==> src/rtl/i2c_slv_pkg.sv <==
`timescale 1ns/1ps
package i2c_slv_pkg;

  localparam int unsigned BYTE_W    = 8;
  localparam int unsigned PTR_W     = 8;
  localparam logic [7:0]  FILL_BYTE = 8'hFF;

  // Bus phase of the frame engine
  typedef enum logic [2:0] {
    PH_IDLE,  // not addressed, SDA released
    PH_RX,    // shifting in a byte from the master
    PH_ACK,   // slave holds SDA low for the ninth clock
    PH_TX,    // shifting out a read byte
    PH_MACK   // master acknowledge slot after a read byte
  } phase_e;

  // Meaning of the byte being received
  typedef enum logic [1:0] {
    BK_ADDR,
    BK_PTR,
    BK_DATA
  } kind_e;

  // Slave address built from the fixed upper bits and the strap code
  function automatic logic [6:0] slave_addr(input logic [6:0] base, input logic [1:0] sel);
    return {base[6:2], sel};
  endfunction

  // Next pointer value, wrapping at the pointer width
  function automatic logic [PTR_W-1:0] ptr_next(input logic [PTR_W-1:0] p);
    return p + PTR_W'(1);
  endfunction

endpackage

==> src/rtl/i2c_line_sync.sv <==
`timescale 1ns/1ps
module i2c_line_sync #(
  parameter int STAGES = 2
) (
  input  logic clk,
  input  logic rst_n,
  input  logic scl_i,
  input  logic sda_i,
  output logic scl_s,
  output logic sda_s,
  output logic scl_rise,
  output logic scl_fall,
  output logic ev_start,
  output logic ev_stop
);
  localparam int DEPTH = STAGES + 1;

  logic [1:0] pin;
  logic [DEPTH-1:0] pipe [2];
  logic scl_d, sda_d;

  assign pin = {sda_i, scl_i};

  for (genvar l = 0; l < 2; l++) begin : g_line
    always_ff @(posedge clk or negedge rst_n) begin
      if (!rst_n) pipe[l] <= '1;
      else        pipe[l] <= {pipe[l][DEPTH-2:0], pin[l]};
    end
  end

  assign scl_s = pipe[0][STAGES-1];
  assign scl_d = pipe[0][STAGES];
  assign sda_s = pipe[1][STAGES-1];
  assign sda_d = pipe[1][STAGES];

  assign scl_rise = scl_s & ~scl_d;
  assign scl_fall = ~scl_s & scl_d;
  assign ev_start = scl_s & scl_d & sda_d & ~sda_s;
  assign ev_stop  = scl_s & scl_d & ~sda_d & sda_s;
endmodule

==> src/rtl/i2c_frame_ctl.sv <==
`timescale 1ns/1ps
module i2c_frame_ctl
  import i2c_slv_pkg::*;
(
  input  logic             clk,
  input  logic             rst_n,
  input  logic             scl_rise,
  input  logic             scl_fall,
  input  logic             sda_s,
  input  logic             ev_start,
  input  logic             ev_stop,
  input  logic [6:0]       my_addr,
  input  logic [BYTE_W-1:0] rd_data,
  output logic [PTR_W-1:0] rd_addr,
  output logic             wr_en,
  output logic [PTR_W-1:0] wr_addr,
  output logic [BYTE_W-1:0] wr_data,
  output logic             sda_oe,
  output logic             st_idle,
  output logic             start_hi
);
  phase_e ph;
  kind_e  kind;
  logic [3:0]        bitcnt;
  logic [BYTE_W-1:0] rx_sh;
  logic [BYTE_W-1:0] tx_sh;
  logic [PTR_W-1:0]  ptr;
  logic              rd_mode;
  logic              m_nack;

  assign rd_addr = ptr;
  assign st_idle = (ph == PH_IDLE);
  assign sda_oe  = (ph == PH_ACK) | ((ph == PH_TX) & ~tx_sh[BYTE_W-1]);

  always_ff @(posedge clk or negedge rst_n) begin
    if (!rst_n) begin
      ph       <= PH_IDLE;
      kind     <= BK_ADDR;
      bitcnt   <= '0;
      rx_sh    <= '0;
      tx_sh    <= '1;
      ptr      <= '0;
      rd_mode  <= 1'b0;
      m_nack   <= 1'b1;
      start_hi <= 1'b0;
      wr_en    <= 1'b0;
      wr_addr  <= '0;
      wr_data  <= '0;
    end else begin
      wr_en <= 1'b0;
      if (ev_start)      start_hi <= 1'b1;
      else if (scl_fall) start_hi <= 1'b0;

      if (ev_start) begin
        ph     <= PH_RX;
        kind   <= BK_ADDR;
        bitcnt <= '0;
      end else if (ev_stop && !start_hi) begin
        ph <= PH_IDLE;
      end else begin
        unique case (ph)
          PH_RX: begin
            if (scl_rise) begin
              rx_sh  <= {rx_sh[BYTE_W-2:0], sda_s};
              bitcnt <= bitcnt + 4'd1;
            end else if (scl_fall && bitcnt == 4'd8) begin
              bitcnt <= '0;
              unique case (kind)
                BK_ADDR: begin
                  if (rx_sh[7:1] == my_addr) begin
                    rd_mode <= rx_sh[0];
                    ph      <= PH_ACK;
                  end else begin
                    ph <= PH_IDLE;
                  end
                end
                BK_PTR: begin
                  ptr <= rx_sh;
                  ph  <= PH_ACK;
                end
                default: begin
                  wr_en   <= 1'b1;
                  wr_addr <= ptr;
                  wr_data <= rx_sh;
                  ptr     <= ptr_next(ptr);
                  ph      <= PH_ACK;
                end
              endcase
            end
          end
          PH_ACK: begin
            if (scl_fall) begin
              if (kind == BK_ADDR && rd_mode) begin
                ph    <= PH_TX;
                tx_sh <= rd_data;
              end else begin
                ph   <= PH_RX;
                kind <= (kind == BK_ADDR) ? BK_PTR : BK_DATA;
              end
            end
          end
          PH_TX: begin
            if (scl_fall) begin
              if (bitcnt == 4'd7) begin
                bitcnt <= '0;
                tx_sh  <= '1;
                ptr    <= ptr_next(ptr);
                ph     <= PH_MACK;
              end else begin
                bitcnt <= bitcnt + 4'd1;
                tx_sh  <= {tx_sh[BYTE_W-2:0], 1'b1};
              end
            end
          end
          PH_MACK: begin
            if (scl_rise) begin
              m_nack <= sda_s;
            end else if (scl_fall) begin
              if (m_nack) begin
                ph <= PH_IDLE;
              end else begin
                ph    <= PH_TX;
                tx_sh <= rd_data;
              end
            end
          end
          default: ;
        endcase
      end
    end
  end
endmodule

==> src/rtl/i2c_reg_bank.sv <==
`timescale 1ns/1ps
module i2c_reg_bank
  import i2c_slv_pkg::*;
#(
  parameter int NUM_CTRL = 4,
  parameter int NUM_STAT = 2
) (
  input  logic                       clk,
  input  logic                       rst_n,
  input  logic                       wr_en,
  input  logic [PTR_W-1:0]           wr_addr,
  input  logic [BYTE_W-1:0]          wr_data,
  input  logic [PTR_W-1:0]           rd_addr,
  output logic [BYTE_W-1:0]          rd_data,
  input  logic [NUM_STAT*BYTE_W-1:0] stat_in,
  output logic [NUM_CTRL*BYTE_W-1:0] ctrl_q,
  output logic [NUM_CTRL-1:0]        wr_stb
);
  logic [NUM_CTRL-1:0][BYTE_W-1:0] ctrl_r;
  logic [NUM_CTRL-1:0]             stb_r;

  for (genvar k = 0; k < NUM_CTRL; k++) begin : g_ctrl
    always_ff @(posedge clk or negedge rst_n) begin
      if (!rst_n) begin
        ctrl_r[k] <= '0;
        stb_r[k]  <= 1'b0;
      end else begin
        stb_r[k] <= 1'b0;
        if (wr_en && wr_addr == PTR_W'(k)) begin
          ctrl_r[k] <= wr_data;
          stb_r[k]  <= 1'b1;
        end
      end
    end
  end

  always_comb begin
    rd_data = FILL_BYTE;
    for (int i = 0; i < NUM_CTRL; i++)
      if (rd_addr == PTR_W'(i)) rd_data = ctrl_r[i];
    for (int j = 0; j < NUM_STAT; j++)
      if (rd_addr == PTR_W'(NUM_CTRL + j)) rd_data = stat_in[j*BYTE_W +: BYTE_W];
  end

  assign ctrl_q = ctrl_r;
  assign wr_stb = stb_r;
endmodule

==> src/rtl/i2c_regbank_slave.sv <==
`timescale 1ns/1ps
module i2c_regbank_slave
  import i2c_slv_pkg::*;
#(
  parameter logic [6:0] BASE_ADDR   = 7'h4C,
  parameter int         NUM_CTRL    = 4,
  parameter int         NUM_STAT    = 2,
  parameter int         SYNC_STAGES = 2
) (
  input  logic                       clk,
  input  logic                       rst_n,
  input  logic [1:0]                 addr_sel,
  input  logic                       scl_i,
  input  logic                       sda_i,
  output logic                       sda_oe,
  input  logic [NUM_STAT*BYTE_W-1:0] stat_in,
  output logic [NUM_CTRL*BYTE_W-1:0] ctrl_q,
  output logic [NUM_CTRL-1:0]        wr_stb
);
  logic scl_s, sda_s, scl_rise, scl_fall, ev_start, ev_stop;
  logic st_idle, start_hi, wr_en;
  logic [PTR_W-1:0]  rd_addr, wr_addr;
  logic [BYTE_W-1:0] rd_data, wr_data;
  logic [6:0]        my_addr;

  assign my_addr = slave_addr(BASE_ADDR, addr_sel);

  i2c_line_sync #(.STAGES(SYNC_STAGES)) sync_i (
    .clk(clk), .rst_n(rst_n), .scl_i(scl_i), .sda_i(sda_i),
    .scl_s(scl_s), .sda_s(sda_s), .scl_rise(scl_rise), .scl_fall(scl_fall),
    .ev_start(ev_start), .ev_stop(ev_stop)
  );

  i2c_frame_ctl frame_i (
    .clk(clk), .rst_n(rst_n), .scl_rise(scl_rise), .scl_fall(scl_fall),
    .sda_s(sda_s), .ev_start(ev_start), .ev_stop(ev_stop), .my_addr(my_addr),
    .rd_data(rd_data), .rd_addr(rd_addr), .wr_en(wr_en), .wr_addr(wr_addr),
    .wr_data(wr_data), .sda_oe(sda_oe), .st_idle(st_idle), .start_hi(start_hi)
  );

  i2c_reg_bank #(.NUM_CTRL(NUM_CTRL), .NUM_STAT(NUM_STAT)) bank_i (
    .clk(clk), .rst_n(rst_n), .wr_en(wr_en), .wr_addr(wr_addr), .wr_data(wr_data),
    .rd_addr(rd_addr), .rd_data(rd_data), .stat_in(stat_in), .ctrl_q(ctrl_q),
    .wr_stb(wr_stb)
  );
endmodule

==> config.mk <==
export PLATFORM = sky130hd
export DESIGN_NAME = i2c_regbank_slave
export DESIGN_NICKNAME = d
export VERILOG_FILES = /design/src/rtl/i2c_slv_pkg.sv /design/src/rtl/i2c_line_sync.sv /design/src/rtl/i2c_frame_ctl.sv /design/src/rtl/i2c_reg_bank.sv /design/src/rtl/i2c_regbank_slave.sv
export SDC_FILE = /design/constraint.sdc
export NUM_CORES = 1
export LEC_CHECK = 0
export BUFFER_PORTS_ARGS = -buffer_cell sky130_fd_sc_hd__buf_2
export CAP_MARGIN = 20
export CORE_ASPECT_RATIO = 1.1
export CORE_MARGIN = 2
export CORE_UTILIZATION = 40
export CTS_CLUSTER_DIAMETER = 30
export CTS_CLUSTER_SIZE = 14
export DETAILED_ROUTE_END_ITERATION = 10
export PLACE_DENSITY = 0.59
export SYNTH_ARGS = -nofsm -noshare
export SYNTH_HDL_FRONTEND = slang
export SYNTH_HIERARCHICAL = 1
export SYNTH_SLANG_ARGS = --single-unit
==> constraint.sdc <==
create_clock -name clk -period 6.52 [get_ports clk]
set_input_delay 0 -clock clk [delete_from_list [all_inputs] [get_ports clk]]
set_output_delay 0 -clock clk [all_outputs]
set_load 0.02 [all_outputs]
Word-level counts from Yosys, hierarchy flattened --
Index checks and enable logic that the tools add are counted.
Cells by class: add/subtract/negate cells 2, $mul 0, divide/modulo/power cells 0, $lt $le $gt $ge 0, equal/unequal tests 37, shift operators 0, muxes and demuxes 59, bitwise operators 18, reductions and logical operators 27
Operators by type and width (count):
- 2-to-1 mux 8 bit | 17
- equality test 8 x 2 -> 1 bit, second input constant | 4
- case mux 8 bit (2 select lines) | 2
- 2-to-1 mux 3 bit | 9
- 2-to-1 mux 4 bit | 6
- case mux 8 bit (3 select lines) | 1
- 2-to-1 mux 2 bit | 10
- equality test 8 x 1 -> 1 bit, second input constant | 2
- equality test 8 x 3 -> 1 bit, second input constant | 2
- zero test 8 bit | 2
- != test 2 bit, second input constant | 8
- AND reduction 4 bit | 4
- AND reduction 8 bit | 2
- 2-to-1 mux 1 bit | 12
- != test 4 x 2 -> 1 bit, second input constant | 3
- != test 4 bit, second input constant | 3
- case mux 3 bit (4 select lines) | 1
- NOT 1 bit | 9
- AND reduction 9 bit | 1
- adder 8 x 1 -> 8 bit, second input constant | 1
- bitwise AND 1 bit | 8
- != test 2 x 1 -> 1 bit, second input constant | 4
- != test 4 x 3 -> 1 bit, second input constant | 2
- case mux 4 bit (2 select lines) | 1
- 19 further kinds | 29
Word-level totals: flip-flop bits (word level) 95, latch bits 0, RAM bits 0, bits in read-only memories 0, logic and storage cells 165, memories 0

Logic depth before layout (Yosys ltp) --
word-level depth 11, depth in mapped cells 8

Cells and area by module --
The synthesis kept the hierarchy.
By module, submodules not included:
- i2c_frame_ctl | times used 1, cells each 247, area an instance 2686.3 um^2, seq. area each 1337.5 um^2
- i2c_reg_bank | times used 1, cells each 122, area an instance 1849.3 um^2, seq. area each 900.9 um^2
- i2c_line_sync | times used 1, cells each 10, area an instance 190.2 um^2, seq. area each 157.7 um^2
- i2c_regbank_slave | times used 1, cells each 2, area an instance 7.5 um^2, seq. area each 0.0 um^2

Worst setup path after synthesis --
OpenSTA, ideal clock, no wires.
path kind flip-flop to flip-flop, start register sync_i/pipe[5] in the netlist's numbering, end register frame_i.rd_mode, data arrival time 2.245 ns, data required time 6.392 ns, path slack 4.147 ns, stages on the path, launching flop included 7, path buffers 0, period minus slack after synthesis 2.373 ns, path through dfstp_2 > nor2b_1 > nand4b_2 > or3_4 > or3_4 > nor4_4 > mux2_1
Between the ends: elaborated cells on any way between the ends 14
RTL lines:
- from (decl) | RTL line i2c_line_sync.sv:19 | logic [DEPTH-1:0] pipe [2];
- from (signal, indexed assignment) | RTL line i2c_line_sync.sv:27 | else pipe[l] <= {pipe[l][DEPTH-2:0], pin[l]};
- bitwise AND 1 bit | RTL line i2c_line_sync.sv:37 | assign scl_fall = ~scl_s & scl_d;
- via scl_fall | RTL line i2c_regbank_slave.sv:20 | logic scl_s, sda_s, scl_rise, scl_fall, ev_start, ev_stop;
- logical AND 1 bit | RTL line i2c_frame_ctl.sv:66 | end else if (scl_fall && bitcnt == 4'd8) begin
- AND reduction 7 bit (no line)
- to (signal assigned) | RTL line i2c_frame_ctl.sv:71 | rd_mode <= rx_sh[0];
- to (decl) | RTL line i2c_frame_ctl.sv:28 | logic rd_mode;
The timed path passes the listed nets, and every way through them passes these cells. A chain may end at the register's enable or synchronous reset.

Worst setup path in the final report --
start register sync_i.pipe (netlist bit sync_i/sda_s), end register frame_i.wr_data[4]
Between the ends: longest elaborated chain between the ends 4, elaborated cells on any way between the ends 7
RTL lines:
- NOT 1 bit | RTL line i2c_line_sync.sv:38 | assign ev_start = scl_s & scl_d & sda_d & ~sda_s;
- bitwise AND 1 bit | RTL line i2c_line_sync.sv:38
- via ev_start | RTL line i2c_regbank_slave.sv:20
- NOT 1 bit (no line)
- AND reduction 6 bit (no line)
- to (signal assigned) | RTL line i2c_frame_ctl.sv:84 | wr_data <= rx_sh;
- to (decl) | RTL line i2c_frame_ctl.sv:17 | output logic [BYTE_W-1:0] wr_data,
The timed path passes the listed nets, and every way through them passes these cells.

==> flow_summary.rst <==
.. list-table::
   :header-rows: 1

   * - Metric
     - Value
   * - Initial antenna violation count
     - 0
   * - Area used by sequential logic in the layout
     - 2400 um2
   * - Count of buffer and inverter cells on the critical path
     - 0
   * - Count of pins over their slew limit
     - 0
   * - Worst vdd ir
     - 0.157 mV
   * - Port Buffer Count
     - 58
   * - Outcome
     - finished clean
   * - Layout Utilization
     - 47.8%
   * - Data arrival at the endpoint of the critical path
     - 2.85 ns
   * - Cell with the biggest individual delay on the critical path
     - sky130_fd_sc_hd__nand4_1
   * - Total clock buffers created by CTS
     - 9
   * - Total Die Area
     - 12700 um2
   * - Max H-tree Level
     - 3
   * - Final worst setup slack
     - 3.89 ns
   * - Crit path largest cell delay
     - 0.76 ns
   * - Number of DRC violations after detailed-routing iteration 0
     - 233
   * - Global route total overflow
     - 0
   * - Synthesized area per cell
     - 12.4 um2
   * - Achievable clock frequency
     - 380 MHz
   * - Hold Fails Final Rpt
     - 0
   * - Starting Density
     - 41.1%
   * - Number of standard cells in the final layout excluding fillers
     - 594
   * - Placement-stage worst setup slack
     - 3.93 ns
   * - Via count of the first global-routing pass
     - 3120
   * - Length of the first detailed-routing pass in iterations
     - 6
   * - Unrepaired setup endpoints after global routing
     - no
   * - HPWL Detailed
     - 7.22 mm
   * - Worst hold slack
     - 0.0838 ns
   * - CTS Root Buffer Type
     - sky130_fd_sc_hd__clkbuf_16
   * - Post-Place Cell Area
     - 5130 um2
   * - CP Cell Sequence
     - and4b_1, nor2_1, nand4_1, mux2_2
   * - Worst min-delay path category
     - input pin to flip-flop
   * - Mapped cell area
     - 4730 um2
   * - Count of endpoints failing setup in the final report
     - 0
   * - Fin crit period
     - 2.63 ns
   * - Area grow syn2layout
     - 16.1%
   * - Final design area excluding fillers
     - 5490 um2
   * - TritonCTS clock tree
     - done
   * - Width of the chip
     - 108 um
   * - Clock slew at reported path FFs
     - 0.07 ns
   * - Number of placed I/O pins
     - 59
   * - Final period utilization
     - 40.3%
   * - Leakage component of the power
     - 2.62 nW
   * - Total length of routed wires
     - 10.5 mm
   * - GRT Total Usage
     - 17.0%
   * - DR WL/cell
     - 17.7 um
   * - Gate family responsible for the most delay along the worst path
     - simple AND/OR/NAND/NOR gates
   * - Remaining antenna violation count
     - 0
   * - Die height
     - 118 um
   * - Type of the setup path with the least slack
     - flip-flop to flip-flop
   * - Startpoint type of the worst setup path
     - flip-flop
   * - Power Density
     - 308 nW/um2
   * - Max Cap Violations
     - 0
   * - NumNets Final
     - 464
   * - Routed via count divided by cell count
     - 5.54
   * - Maximum number of pins on one net before global-route repair
     - 73
   * - Row Count
     - 41
   * - Placer's final routability congestion estimate
     - 0.883
   * - Count of mapped cells out of synthesis
     - 380
   * - Synthesis warning total
     - 6
   * - Sinks on Clock Net
     - 95
   * - Global-route wire length before repair
     - 16.8 mm
   * - Worst-case headroom to the max-slew limit
     - 39.5%
   * - Post-CTS setup buffer count
     - 0
   * - Tightest Pin Transition
     - 0.907 ns
   * - Clock skew after layout
     - 0.00681 ns
   * - Ant. Diodes
     - 0
   * - Count of filler cells inserted in the layout
     - 1054
   * - # resized after CTS
     - 0
   * - DRC errors left
     - 0
   * - Total vias in the final route
     - 3288
   * - CP max FO
     - 16
   * - Total power draw
     - 1.69 mW
   * - Cell Count Post-Placement
     - 575
   * - Worst EP required
     - 6.74 ns
   * - Area of the multi-input gates
     - 2180 um2
   * - Total negative slack for setup checks
     - 0 ns
   * - Sort of element at the end of the critical path
     - flip-flop
   * - Fraction of final layout cells sized beyond drive strength 1
     - 39.2%
   * - Clk buf depth
     - 2
   * - Worst skew pair latency
     - 0.34 ns
   * - Floorplan Core Area
     - 11500 um2
tightest hold or removal path, delay by kind of cell:
family / cells / cell delay (ns)
compound gates: 3 / 0.31
buf+inv: 1 / 0.08
cell usage in the layout, fill, tap and decap left out, drive strengths merged, types with 7 or more instances in the layout:
cell	n
clkbuf	10
dfrtp	80
mux2	58
nor2	13
inv	20
nand2	11
buf	59
dfstp	15
mux4	8
o21ai	17
nand3	14
o221ai	7
nor4	12
a21oi	15
registers in the layout, summed over array words and instances, names as in the netlist, 2 cells and up:
name             flops
frame_i/rx_sh        8
bank_i/ctrl_q       32
frame_i/tx_sh        8
frame_i/wr_addr      8
frame_i/bitcnt       4
frame_i/wr_data      8
frame_i/rd_addr      8
frame_i/kind         2
sync_i/pipe          4
frame_i/ph           3
bank_i/wr_stb        4
where the power goes:
part           internal (mW)  switching, mW  leakage [nW]  total, mW
combinational          0.132          0.140          1.21      0.272
clock                  0.349          0.228         0.159      0.577
sequential             0.684          0.161          1.25      0.845
total                   1.16          0.529          2.62       1.69
layout make-up:
class	instances	area share [%]
multi-input combinational	253	39.7
sequential	95	43.6
clock buffer	10	4.35
inverter	18	1.23
timing repair buffer	62	6.02
clock inverter	6	1.64
tap	150	3.42
final timing paths:
kind	from	cells after the start	to	slack, ns
worst max-delay path	sync_i/sda_s	4	frame_i/wr_data[4]	3.89
worst min-delay path	stat_in[11]	4	frame_i/tx_sh[3]	0.08
worst max register to register	sync_i/sda_s	4	frame_i/wr_data[4]	3.89
worst min register to register	sync_i/pipe[3]	0	sync_i/scl_s	0.36
max in group asynchronous	rst_n	3	frame_i/kind[1]	5.25
min in group asynchronous	rst_n	2	bank_i/ctrl_q[18]	0.09
what timing repair did:
item                                    CTS  global route
hold endpoints to repair                 25             0
endpoints found under the setup margin    0             0
hold buffers                              3             0
layer usage:
| metal | track usage (%) | vias up | wire (um) |
|---|---|---|---|
| met2 | 25.3 | 81 | 4900 |
| met3 | 3.32 | 11 | 493 |
| met4 | 5.53 | 0 | 153 |
| met5 | 0 | - | 0 |
| met1 | 24.9 | 1653 | 4960 |
| li1 | - | 1543 | - |
Note: power is estimated with default switching activity, not from simulation.
